--- src/rtl/sdspi_pkg.sv ---
package sdspi_pkg;

  localparam int ARG_W       = 32;
  localparam int IDX_W       = 6;
  localparam int FRAME_BYTES = 6;
  localparam int EXTRA_W     = 3;

  localparam logic [7:0]       IDLE_BYTE     = 8'hFF;
  localparam logic [1:0]       FRAME_PREFIX  = 2'b01;
  localparam logic [7:0]       STD_TRAILER   = 8'h95;
  localparam logic [7:0]       VCHK_TRAILER  = 8'h87;
  localparam logic [ARG_W-1:0] VCHK_ARG      = 32'h0000_01AA;
  localparam logic [ARG_W-1:0] BLKLEN_ARG    = 32'd512;
  localparam logic [7:0]       R1_ONLY_IDLE  = 8'h01;
  localparam logic [7:0]       R1_OLD_CARD   = 8'h05;
  localparam logic [EXTRA_W-1:0] VCHK_EXTRA  = 3'd4;

  localparam logic [IDX_W-1:0] IX_RESET  = 6'd0;
  localparam logic [IDX_W-1:0] IX_VCHK   = 6'd8;
  localparam logic [IDX_W-1:0] IX_BLKLEN = 6'd16;
  localparam logic [IDX_W-1:0] IX_OPCOND = 6'd41;
  localparam logic [IDX_W-1:0] IX_APP    = 6'd55;

  typedef enum logic [1:0] {
    VER_NONE = 2'd0,
    VER_ONE  = 2'd1,
    VER_TWO  = 2'd2
  } card_ver_e;

  typedef enum logic [2:0] {
    XS_IDLE, XS_PRE, XS_FRAME, XS_POLL, XS_TAIL, XS_REL
  } xfer_st_e;

  typedef enum logic [3:0] {
    SQ_PRE, SQ_RST, SQ_VCHK, SQ_APP, SQ_OPC, SQ_BLK,
    SQ_READY, SQ_USER, SQ_RESP, SQ_FAIL
  } seq_st_e;

  typedef struct packed {
    logic                 pre;
    logic [IDX_W-1:0]     idx;
    logic [ARG_W-1:0]     arg;
    logic [7:0]           trailer;
    logic [EXTRA_W-1:0]   extra;
  } xfer_req_t;

  typedef struct packed {
    logic [7:0] r1;
    logic       tmo;
  } xfer_res_t;

endpackage

--- src/rtl/sdspi_frame_byte.sv ---
module sdspi_frame_byte
  import sdspi_pkg::*;
(
  input  logic [2:0]       pos,
  input  logic [IDX_W-1:0] idx,
  input  logic [ARG_W-1:0] arg,
  input  logic [7:0]       trailer,
  output logic [7:0]       byte_o
);

  localparam int ARG_BYTES = ARG_W / 8;

  always_comb begin
    byte_o = IDLE_BYTE;
    if (pos == 3'd0) begin
      byte_o = {FRAME_PREFIX, idx};
    end else if (pos == 3'(FRAME_BYTES - 1)) begin
      byte_o = trailer;
    end else begin
      for (int k = 1; k <= ARG_BYTES; k++) begin
        if (pos == 3'(k)) byte_o = arg[8*(ARG_BYTES-k) +: 8];
      end
    end
  end

endmodule

--- src/rtl/sdspi_xfer.sv ---
module sdspi_xfer
  import sdspi_pkg::*;
#(
  parameter int PRE_BYTES  = 16,
  parameter int POLL_LIMIT = 5000
) (
  input  logic       clk,
  input  logic       rst_n,
  input  logic       go,
  input  xfer_req_t  req,
  output logic       done,
  output xfer_res_t  res,
  output logic       spi_cs_n,
  output logic       spi_start,
  output logic [7:0] spi_tx,
  input  logic [7:0] spi_rx,
  input  logic       spi_done
);

  localparam int CNT_MAX = (PRE_BYTES > POLL_LIMIT) ? PRE_BYTES : POLL_LIMIT;
  localparam int CNT_W   = (CNT_MAX < 8) ? 4 : $clog2(CNT_MAX + 1);
  localparam logic [CNT_W-1:0] PRE_LAST   = CNT_W'(PRE_BYTES - 1);
  localparam logic [CNT_W-1:0] POLL_LAST  = CNT_W'(POLL_LIMIT - 1);
  localparam logic [CNT_W-1:0] FRAME_LAST = CNT_W'(FRAME_BYTES - 1);

  xfer_st_e         st;
  xfer_req_t        req_q;
  logic             waiting;
  logic [CNT_W-1:0] cnt;
  logic [7:0]       r1_q;
  logic             tmo_q;
  logic [7:0]       frame_b;

  sdspi_frame_byte u_frame (
    .pos     (cnt[2:0]),
    .idx     (req_q.idx),
    .arg     (req_q.arg),
    .trailer (req_q.trailer),
    .byte_o  (frame_b)
  );

  assign spi_start = (st != XS_IDLE) && !waiting;
  assign spi_tx    = (st == XS_FRAME) ? frame_b : IDLE_BYTE;
  assign res       = '{r1: r1_q, tmo: tmo_q};

  always_ff @(posedge clk or negedge rst_n) begin
    if (!rst_n) begin
      st       <= XS_IDLE;
      req_q    <= '0;
      waiting  <= 1'b0;
      cnt      <= '0;
      r1_q     <= IDLE_BYTE;
      tmo_q    <= 1'b0;
      spi_cs_n <= 1'b1;
      done     <= 1'b0;
    end else begin
      done <= 1'b0;
      if (st == XS_IDLE) begin
        if (go) begin
          req_q <= req;
          cnt   <= '0;
          tmo_q <= 1'b0;
          r1_q  <= IDLE_BYTE;
          if (req.pre) begin
            spi_cs_n <= 1'b1;
            st       <= XS_PRE;
          end else begin
            spi_cs_n <= 1'b0;
            st       <= XS_FRAME;
          end
        end
      end else if (!waiting) begin
        waiting <= 1'b1;
      end else if (spi_done) begin
        waiting <= 1'b0;
        case (st)
          XS_PRE: begin
            if (cnt == PRE_LAST) begin
              done <= 1'b1;
              st   <= XS_IDLE;
            end else begin
              cnt <= cnt + 1'b1;
            end
          end
          XS_FRAME: begin
            if (cnt == FRAME_LAST) begin
              cnt <= '0;
              st  <= XS_POLL;
            end else begin
              cnt <= cnt + 1'b1;
            end
          end
          XS_POLL: begin
            if (!spi_rx[7]) begin
              r1_q <= spi_rx;
              cnt  <= '0;
              if (req_q.extra != '0) begin
                st <= XS_TAIL;
              end else begin
                spi_cs_n <= 1'b1;
                st       <= XS_REL;
              end
            end else if (cnt == POLL_LAST) begin
              tmo_q    <= 1'b1;
              spi_cs_n <= 1'b1;
              st       <= XS_REL;
            end else begin
              cnt <= cnt + 1'b1;
            end
          end
          XS_TAIL: begin
            if (cnt == CNT_W'(req_q.extra) - CNT_W'(1)) begin
              spi_cs_n <= 1'b1;
              st       <= XS_REL;
            end else begin
              cnt <= cnt + 1'b1;
            end
          end
          default: begin
            done <= 1'b1;
            st   <= XS_IDLE;
          end
        endcase
      end
    end
  end

endmodule

--- src/rtl/sdspi_init_seq.sv ---
module sdspi_init_seq
  import sdspi_pkg::*;
#(
  parameter int RETRY_LIMIT = 5000
) (
  input  logic             clk,
  input  logic             rst_n,
  input  logic             cmd_valid,
  output logic             cmd_ready,
  input  logic [IDX_W-1:0] cmd_index,
  input  logic [ARG_W-1:0] cmd_arg,
  output logic             rsp_valid,
  input  logic             rsp_ready,
  output logic [7:0]       rsp_r1,
  output logic             rsp_timeout,
  output logic             rsp_err,
  output logic             busy,
  output logic             init_done,
  output logic             init_fail,
  output logic [1:0]       card_ver,
  output logic [7:0]       last_r1,
  output logic             fast_clk_sel,
  output logic             x_go,
  output xfer_req_t        x_req,
  input  logic             x_done,
  input  xfer_res_t        x_res
);

  localparam int TRY_W = (RETRY_LIMIT < 2) ? 1 : $clog2(RETRY_LIMIT);
  localparam logic [TRY_W-1:0] TRY_LAST = TRY_W'(RETRY_LIMIT - 1);

  seq_st_e          st;
  logic             pending;
  logic [TRY_W-1:0] tries;
  logic [IDX_W-1:0] u_idx;
  logic [ARG_W-1:0] u_arg;
  card_ver_e        ver_q;
  logic             launch_st;

  always_comb begin
    launch_st = 1'b0;
    x_req     = '{pre: 1'b0, idx: '0, arg: '0, trailer: STD_TRAILER, extra: '0};
    case (st)
      SQ_PRE:  begin launch_st = 1'b1; x_req.pre = 1'b1; end
      SQ_RST:  begin launch_st = 1'b1; x_req.idx = IX_RESET; end
      SQ_VCHK: begin
        launch_st     = 1'b1;
        x_req.idx     = IX_VCHK;
        x_req.arg     = VCHK_ARG;
        x_req.trailer = VCHK_TRAILER;
        x_req.extra   = VCHK_EXTRA;
      end
      SQ_APP:  begin launch_st = 1'b1; x_req.idx = IX_APP; end
      SQ_OPC:  begin launch_st = 1'b1; x_req.idx = IX_OPCOND; end
      SQ_BLK:  begin launch_st = 1'b1; x_req.idx = IX_BLKLEN; x_req.arg = BLKLEN_ARG; end
      SQ_USER: begin launch_st = 1'b1; x_req.idx = u_idx; x_req.arg = u_arg; end
      default: ;
    endcase
  end

  assign x_go      = launch_st && !pending;
  assign cmd_ready = (st == SQ_READY);
  assign rsp_valid = (st == SQ_RESP);
  assign rsp_err   = |rsp_r1[7:1];
  assign busy      = (st != SQ_READY) && (st != SQ_RESP) && (st != SQ_FAIL);
  assign init_fail = (st == SQ_FAIL);
  assign card_ver  = ver_q;

  always_ff @(posedge clk or negedge rst_n) begin
    if (!rst_n) begin
      st           <= SQ_PRE;
      pending      <= 1'b0;
      tries        <= '0;
      u_idx        <= '0;
      u_arg        <= '0;
      ver_q        <= VER_NONE;
      rsp_r1       <= IDLE_BYTE;
      rsp_timeout  <= 1'b0;
      init_done    <= 1'b0;
      last_r1      <= IDLE_BYTE;
      fast_clk_sel <= 1'b0;
    end else begin
      if (x_go) pending <= 1'b1;
      if (st == SQ_READY && cmd_valid) begin
        u_idx <= cmd_index;
        u_arg <= cmd_arg;
        st    <= SQ_USER;
      end
      if (st == SQ_RESP && rsp_ready) st <= SQ_READY;
      if (x_done) begin
        pending <= 1'b0;
        if (st != SQ_PRE) last_r1 <= x_res.r1;
        case (st)
          SQ_PRE:  st <= SQ_RST;
          SQ_RST:  st <= (x_res.r1 == R1_ONLY_IDLE) ? SQ_VCHK : SQ_FAIL;
          SQ_VCHK: begin
            if (x_res.r1 == R1_ONLY_IDLE) begin
              ver_q <= VER_TWO;
              st    <= SQ_APP;
            end else if (x_res.r1 == R1_OLD_CARD) begin
              ver_q <= VER_ONE;
              st    <= SQ_APP;
            end else begin
              st <= SQ_FAIL;
            end
          end
          SQ_APP:  st <= SQ_OPC;
          SQ_OPC: begin
            if (x_res.r1 == 8'h00) begin
              st <= SQ_BLK;
            end else if (tries == TRY_LAST) begin
              st <= SQ_FAIL;
            end else begin
              tries <= tries + 1'b1;
              st    <= SQ_APP;
            end
          end
          SQ_BLK: begin
            if (x_res.r1 == 8'h00) begin
              init_done    <= 1'b1;
              fast_clk_sel <= 1'b1;
              st           <= SQ_READY;
            end else begin
              st <= SQ_FAIL;
            end
          end
          SQ_USER: begin
            rsp_r1      <= x_res.r1;
            rsp_timeout <= x_res.tmo;
            st          <= SQ_RESP;
          end
          default: ;
        endcase
      end
    end
  end

endmodule

--- src/rtl/sdspi_cmd_seq.sv ---
module sdspi_cmd_seq
  import sdspi_pkg::*;
#(
  parameter int PRE_BYTES   = 16,
  parameter int POLL_LIMIT  = 5000,
  parameter int RETRY_LIMIT = 5000
) (
  input  logic        clk,
  input  logic        rst_n,
  input  logic        cmd_valid,
  output logic        cmd_ready,
  input  logic [5:0]  cmd_index,
  input  logic [31:0] cmd_arg,
  output logic        rsp_valid,
  input  logic        rsp_ready,
  output logic [7:0]  rsp_r1,
  output logic        rsp_timeout,
  output logic        rsp_err,
  output logic        busy,
  output logic        init_done,
  output logic        init_fail,
  output logic [1:0]  card_ver,
  output logic [7:0]  last_r1,
  output logic        fast_clk_sel,
  output logic        spi_cs_n,
  output logic        spi_start,
  output logic [7:0]  spi_tx,
  input  logic [7:0]  spi_rx,
  input  logic        spi_done
);

  logic      x_go;
  logic      x_done;
  xfer_req_t x_req;
  xfer_res_t x_res;

  sdspi_init_seq #(.RETRY_LIMIT(RETRY_LIMIT)) u_seq (
    .clk          (clk),
    .rst_n        (rst_n),
    .cmd_valid    (cmd_valid),
    .cmd_ready    (cmd_ready),
    .cmd_index    (cmd_index),
    .cmd_arg      (cmd_arg),
    .rsp_valid    (rsp_valid),
    .rsp_ready    (rsp_ready),
    .rsp_r1       (rsp_r1),
    .rsp_timeout  (rsp_timeout),
    .rsp_err      (rsp_err),
    .busy         (busy),
    .init_done    (init_done),
    .init_fail    (init_fail),
    .card_ver     (card_ver),
    .last_r1      (last_r1),
    .fast_clk_sel (fast_clk_sel),
    .x_go         (x_go),
    .x_req        (x_req),
    .x_done       (x_done),
    .x_res        (x_res)
  );

  sdspi_xfer #(.PRE_BYTES(PRE_BYTES), .POLL_LIMIT(POLL_LIMIT)) u_xfer (
    .clk       (clk),
    .rst_n     (rst_n),
    .go        (x_go),
    .req       (x_req),
    .done      (x_done),
    .res       (x_res),
    .spi_cs_n  (spi_cs_n),
    .spi_start (spi_start),
    .spi_tx    (spi_tx),
    .spi_rx    (spi_rx),
    .spi_done  (spi_done)
  );

endmodule

--- config.mk ---
export PLATFORM = sky130hd
export DESIGN_NAME = sdspi_cmd_seq
export DESIGN_NICKNAME = d
export VERILOG_FILES = /design/src/rtl/sdspi_pkg.sv /design/src/rtl/sdspi_frame_byte.sv /design/src/rtl/sdspi_xfer.sv /design/src/rtl/sdspi_init_seq.sv /design/src/rtl/sdspi_cmd_seq.sv
export SDC_FILE = /design/constraint.sdc
export NUM_CORES = 1
export LEC_CHECK = 0
export ABC_CLOCK_PERIOD_IN_PS = 3200
export CORE_UTILIZATION = 40
export CTS_CLUSTER_DIAMETER = 60
export DETAILED_ROUTE_END_ITERATION = 10
export DONT_BUFFER_PORTS = 1
export GPL_ROUTABILITY_DRIVEN = 0
export MAX_ROUTING_LAYER = met4
export RECOVER_POWER = 50
export SYNTH_ARGS = -nofsm -noshare
export SYNTH_HDL_FRONTEND = slang
export SYNTH_HIERARCHICAL = 1
export SYNTH_SLANG_ARGS = --single-unit
--- constraint.sdc ---
create_clock -name clk -period 3.2 [get_ports clk]
set_clock_uncertainty 0.2 [all_clocks]
set_input_delay 0.64 -clock clk [delete_from_list [all_inputs] [get_ports clk]]
set_output_delay 0.64 -clock clk [all_outputs]
set_load 0.1 [all_outputs]
==> impl_metrics.tcl, run 1 <==
set metrics [dict create \
    tightest_slew_ns 1.353 \
    drc 0 \
    maxSlewViolCount 0 \
    fp-row-count 50 \
    grt_antenna_before_repair 1 \
    vias_per_cell 5.433 \
    worstSetupStartpointType "flip-flop" \
    dp_hpwl_um 11090 \
    r2r-end "u_seq/card_ver[0]" \
    leakagePower_nw 3.891 \
    grt_pass1_vias 5360 \
    synth_top_area_share_pct 40.63 \
    ios 87 \
    required_ns 2.36 \
    ys_seq_area_share_pct 48.96 \
    async_flop_share_pct 100.0 \
    routed_wl_um 16260 \
    drive_above_1_share_pct 30.40 \
    period_share_pct 91.72 \
    p_per_area_mw_per_mm2 745.2 \
    die_w_um 142.4 \
    fmax_ghz 0.3407 \
    synthDistinctLibCells 77 \
    cts.sinks 153 \
    yosysTopAreaCell "dfrtp_1" \
    slowest_delay_ns 0.65 \
    avgSynthCellArea_um2 11.20 \
    syn_to_final_growth_pct 10.89 \
    outcome "finished, violations left" \
    ant_nets 0 \
    slowest_stage "dfrtp_2" \
    num-fill-cells 1804 \
    ys_ff_latch 153 \
    grt_pass1_wl_um 27160 \
    wl_per_cell_um 16.62 \
    syn_area_mm2 0.007884 \
    clk_latency_ns 0.42 \
    finalSetupViolations 0 \
    max_cap_violations 0 \
    hold_violations 153 \
    final_cell_mix "126 x dfrtp_1, 107 x mux2_2, 46 x nor2_1" \
    slew_headroom_pct 8.954 \
    synth-edff-count 0 \
    rrSetupSlack_ns 0.28 \
    clockBufferDepth 2 \
    failed_checks "hold timing" \
    drtPass1Iterations 5 \
    hold_class "in2async" \
    cts-root-buf "clkbuf_16" \
    fin_tns_setup_ns 0 \
    synth.area.top_cells "dfrtp_1 41%, mux2_2 15%, dfstp_2 8.3%, nor2_1 2.4%, and2_1 2.1%" \
    num_vias 5313 \
    cts_tree "done" \
    htree_levels 4 \
    timing.hold.ws_ns -0.2884 \
    max-vdd-ir-drop_v 0.001070 \
    io_buffer_count 0 \
    synthCells 704 \
    critPathKind "reg2out" \
    end_kind "output pin" \
    fin_crit_ns 2.935 \
    crit_buf_inv 1 \
    die_area_mm2 0.02027 \
    reg2reg_from "u_xfer/r1_q[1]" \
    rsz0062_at_grt "false" \
    path_max_fanout 26 \
    postCtsSetupBuffers 0 \
    synth_flop_cell "dfrtp_1" \
    path_delay_family "flip-flops" \
    worst-r2r-cell-count 4 \
    grt_max_degree 154 \
    clk_pin_slew_ns 0.07 \
    cp_data_arrival_time_ns 2.10 \
    drt_iter0_drc 338 \
    grt.overflow.total 0 \
    coreArea_mm2 0.01902 \
    crit_chain "and2b_1, a2bb2oi_1, a22o_1, nand2b_1, buf_4" \
    nNetsFinal 761 \
    dieHeight_um 142.4 \
    initial_core_util_pct 41.45 \
    final_common_cell "dfrtp_1" \
    grt.total_usage_pct 17.63 \
    yosysWarnings 6 \
    cts_buffers 17 \
]
## cell usage after synthesis, types with 3 or more instances
cell type	instances
nor3_1	11
buf_6	5
and3_1	4
a211oi_1	4
dfstp_2	25
or3_1	8
o2111ai_1	3
ha_1	5
o21ai_1	5
clkbuf_1	21
a2bb2oi_1	4
or2_2	3
o21ai_2	3
nor4bb_1	3
mux2_2	107
o21a_1	7
a31oi_1	3
inv_1	18
nand2_1	37
a22o_1	5
buf_2	8
nor2b_1	13
nand2b_1	19
nand4_1	16
or3_4	3
nor4_1	7
nand3b_1	6
xnor2_1	16
nor2_1	50
buf_4	13
o21ai_0	18
nand3_1	12
o31ai_2	3
mux2i_1	7
dfrtp_1	128
o31ai_1	6
o22ai_1	4
a21oi_1	17
and2_1	27
a22oi_1	3
## stage by stage
step           total power, mW  area (µm²)  cells  setup WS [ns]  utilization, %
2_1_floorplan            4.234        7914    710         0.1465               -
3_3_place_gp             4.599        8199    946         0.4855           43.11
3_5_place_dp             4.643        8199    946         0.4118           43.11
4_1_cts                  6.606        8765    977         0.2390           46.09
5_1_grt                  6.813        8742    978         0.1379           45.97
6_report                 6.514        8742    978         0.2648           45.97
## what timing repair did
action | in CTS | in global routing
endpoints found under the hold margin | 153 | 153
endpoints found under the setup margin | 1 | 0
resized for setup | 1 | 0
## sequential cells by signal, summed over array words and instances, names as in the netlist, 2 cells and up, named ones only
signal,flops
u_seq/last_r1,8
u_seq/rsp_r1,8
u_seq/tries,13
u_seq/u_arg,32
u_seq/card_ver,2
u_seq/st,4
u_seq/u_idx,6
u_xfer/st,2
u_xfer/r1_q,8
u_xfer/cnt,13
u_xfer/req_q,49
## cell families (layout without fill, tap and decap cells)
group	after synthesis	after routing	share of synthesized area, %
adder cells (fa/ha/maj)	5	5	0.7935
multiplexers	116	116	16.51
flip-flops	153	153	48.96
XOR/XNOR	17	17	1.889
AND/OR/NAND/NOR	238	238	17.39
other	2	9	0.09526
AO/OA/AOI/OAI	104	104	9.443
buffers and inverters	69	76	4.920
## how the worst max path moves through the flow
stage | start | endpoint | slack [ns] | cells after the start
3_3_place_gp | u_seq/st[1] | u_xfer/cnt[8] | 0.49 | 8
6_report | u_xfer/cnt[2] | spi_tx[4] | 0.26 | 5
4_1_cts | u_xfer/cnt[0] | spi_tx[5] | 0.24 | 6
3_5_place_dp | u_seq/st[1] | u_xfer/cnt[8] | 0.41 | 8
5_1_grt | u_xfer/cnt[2] | spi_tx[0] | 0.14 | 5
2_1_floorplan | u_xfer/st[0] | spi_start | 0.15 | 4
## layer usage
metal / track usage, % / up-vias / part of all wire [%]
li1: - / 2508 / -
met1: 22.94 / 2661 / 47
met2: 27.37 / 130 / 47
met3: 3.937 / 14 / 5.0
met4: 5.433 / 0 / 0.93
met5: - / - / 0
## power breakdown
part,switching [mW],total (mW),internal [mW]
sequential,0.678,2.85,2.17
clock,0.839,1.93,1.09
combinational,1.14,1.74,0.603
total,2.65,6.51,3.86
## layout make-up
| cell class | instances | area [µm²] | share of cell area, % |
|---|---|---|---|
| flip-flops and latches | 153 | 3862 | 44.18 |
| multi-input cells | 488 | 3665 | 41.92 |
| clock buffers | 17 | 425.4 | 4.866 |
| well taps | 260 | 325.3 | 3.721 |
| repair buffers | 27 | 255.2 | 2.920 |
| clock inverters | 14 | 138.9 | 1.589 |
| inverters | 18 | 67.56 | 0.7729 |
| diodes | 1 | 2.502 | 0.02862 |
(Power assumes the default switching activity.)
==> run 2: changes to the inputs <==
- CORE_UTILIZATION: 40 -> 64
- PLACE_DENSITY: default -> 0.8
==> impl_metrics.tcl, run 2 (synthesized netlist as in run 1, its figures left out) <==
set metrics [dict create \
    max-vdd-ir-drop_v 0.0009322 \
    failed_checks "hold timing" \
    place_inst 835 \
    fin_crit_ns 3.059 \
    drc 0 \
    grt_antenna_before_repair 0 \
    finalSetupViolations 0 \
    die_w_um 113.0 \
    outcome "finished, violations left" \
    required_ns 3.29 \
    instances_no_fill 866 \
    dp_hpwl_um 11010 \
    fin_tns_setup_ns 0 \
    fp-row-count 40 \
    initial_core_util_pct 65.64 \
    met1_length_um 6555 \
    p_per_area_mw_per_mm2 769.7 \
    leakagePower_nw 3.919 \
    final_cell_mix "126 x dfrtp_1, 107 x mux2_2, 46 x nor2_1" \
    crit_buf_inv 0 \
    met3WireLength_um 996 \
    grt.overflow.total 0 \
    largest_reg_flops 49 \
    ant_nets 0 \
    grt_max_degree 154 \
    max_cap_violations 0 \
    drive_above_1_share_pct 30.74 \
    pre_cts_ws_ns 0.2230 \
    cp_data_arrival_time_ns 3.15 \
    cts-root-buf "clkbuf_16" \
    highest_layer "met4" \
    grt.total_usage_pct 27.40 \
    ios 87 \
    cts.sinks 153 \
    tightest_slew_ns 1.084 \
    io_buffer_count 0 \
    timing.hold.ws_ns -0.2884 \
    cpMostUsedCell "nor2b_1" \
    dieHeight_um 113.0 \
    drt_iter0_drc 437 \
    slowest_stage "or4b_2" \
    wl_per_cell_um 18.65 \
    num_vias 5418 \
    slew_headroom_pct 27.08 \
    path_depth 8 \
    regMostFlops "u_xfer/req_q" \
    regArea_mm2 0.003862 \
    clk_pin_slew_ns 0.06 \
    grt_pass1_wl_um 26210 \
    hold_class "in2async" \
    multi_input_area_mm2 0.003649 \
    grt_pass1_vias 5328 \
    hold_violations 141 \
    coreArea_mm2 0.01201 \
    final_common_cell "dfrtp_1" \
    clockBufferDepth 2 \
    nNetsFinal 763 \
    cts_buffers 17 \
    htree_levels 4 \
    num-fill-cells 793 \
    period_share_pct 95.59 \
    fmax_ghz 0.3269 \
    worstSetupStartpointType "flip-flop" \
    critPathKind "reg2reg" \
    path_delay_family "simple AND/OR/NAND/NOR gates" \
    antenna_cells 0 \
    path_max_fanout 12 \
    crit_chain "nor2b_1, a21oi_1, nor2b_1, or4b_2, o21ai_1, nand4_4, or2_4, o41ai_1" \
    worst-r2r-cell-count 8 \
    maxSlewViolCount 0 \
    syn_to_final_growth_pct 9.411 \
    end_kind "flip-flop" \
    drtPass1Iterations 5 \
    wl_met2_um 8179 \
    routed_wl_um 16150 \
    rsz0062_at_grt "false" \
    largestRegisters "u_xfer/req_q (49), u_seq/u_arg (32)" \
    clk_latency_ns 0.43 \
    die_area_mm2 0.01277 \
    fin_ws_ns 0.1410 \
    vias_per_cell 6.256 \
    slowest_delay_ns 0.66 \
    cts_tree "done" \
]
[run 2: changes by cell type in the layout (fill, tap and decap cells not counted), sizes merged]
cell    before  now
bufinv       1    3
inv         25   19
diode        1    0
buf         24   28
clkbuf      20   22
[run 2: worst reg2reg max path, stage by stage (launching register included)]
cell	delay, ns
dfrtp_1	0.38
nor2b_1	0.17
a21oi_1	0.19
nor2b_1	0.24
or4b_2	0.66
o21ai_1	0.23
nand4_4	0.14
or2_4	0.35
o41ai_1	0.35
[run 2: per-layer routing]
metal / GRT usage (%) / up-vias
met4: 11.58 / 0
met5: - / -
met1: 32.80 / 2651
met2: 44.90 / 216
li1: - / 2505
met3: 6.320 / 46
[run 2: report_power, final]
part	switching (mW)	total [mW]	internal, mW
registers	0.690	2.87	2.18
clock network	0.762	2.05	1.28
logic	1.14	1.72	0.579
[run 2: timing repair]
item,4_1_cts,5_1_grt
gates cloned,0,0
buffers inserted,0,0
resized for setup,1,1
setup endpoints to repair,1,1
pin swaps,0,0
hold endpoints to repair,153,153
[run 2: final cells by class]
class / instances / area share [%]
timing repair buffer: 29 / 2.916
inverter: 18 / 0.7833
clock buffer: 21 / 5.454
clock inverter: 10 / 1.639
tap: 147 / 2.132
multi-input combinational: 488 / 42.30
sequential: 153 / 44.78
[run 2: through the flow]
step / hold slack (ns) / power, mW / util (%) / instance area [µm²]
final: -0.2884 / 6.639 / 71.81 / 8626
after global routing: -0.3036 / 6.886 / 71.81 / 8626
after CTS: -0.3030 / 6.673 / 72.10 / 8661
after detailed placement: 0.1521 / 4.604 / 67.00 / 8048
after global placement: 0.1533 / 4.538 / 67.00 / 8048
after floorplan: 0.1444 / 4.234 / - / 7914
[run 2: final timing paths]
kind	from	endpoint	slack (ns)
max in group asynchronous	rst_n	u_seq/rsp_r1[5]	2.77
worst min-delay path	rst_n	u_xfer/waiting	-0.29
min in group clk	cmd_arg[3]	u_seq/u_arg[3]	0.16
worst min register to register	u_seq/tries[12]	u_seq/tries[12]	0.29
worst max register to register	u_seq/st[1]	u_xfer/cnt[8]	0.14
worst max-delay path	u_seq/st[1]	u_xfer/cnt[8]	0.14
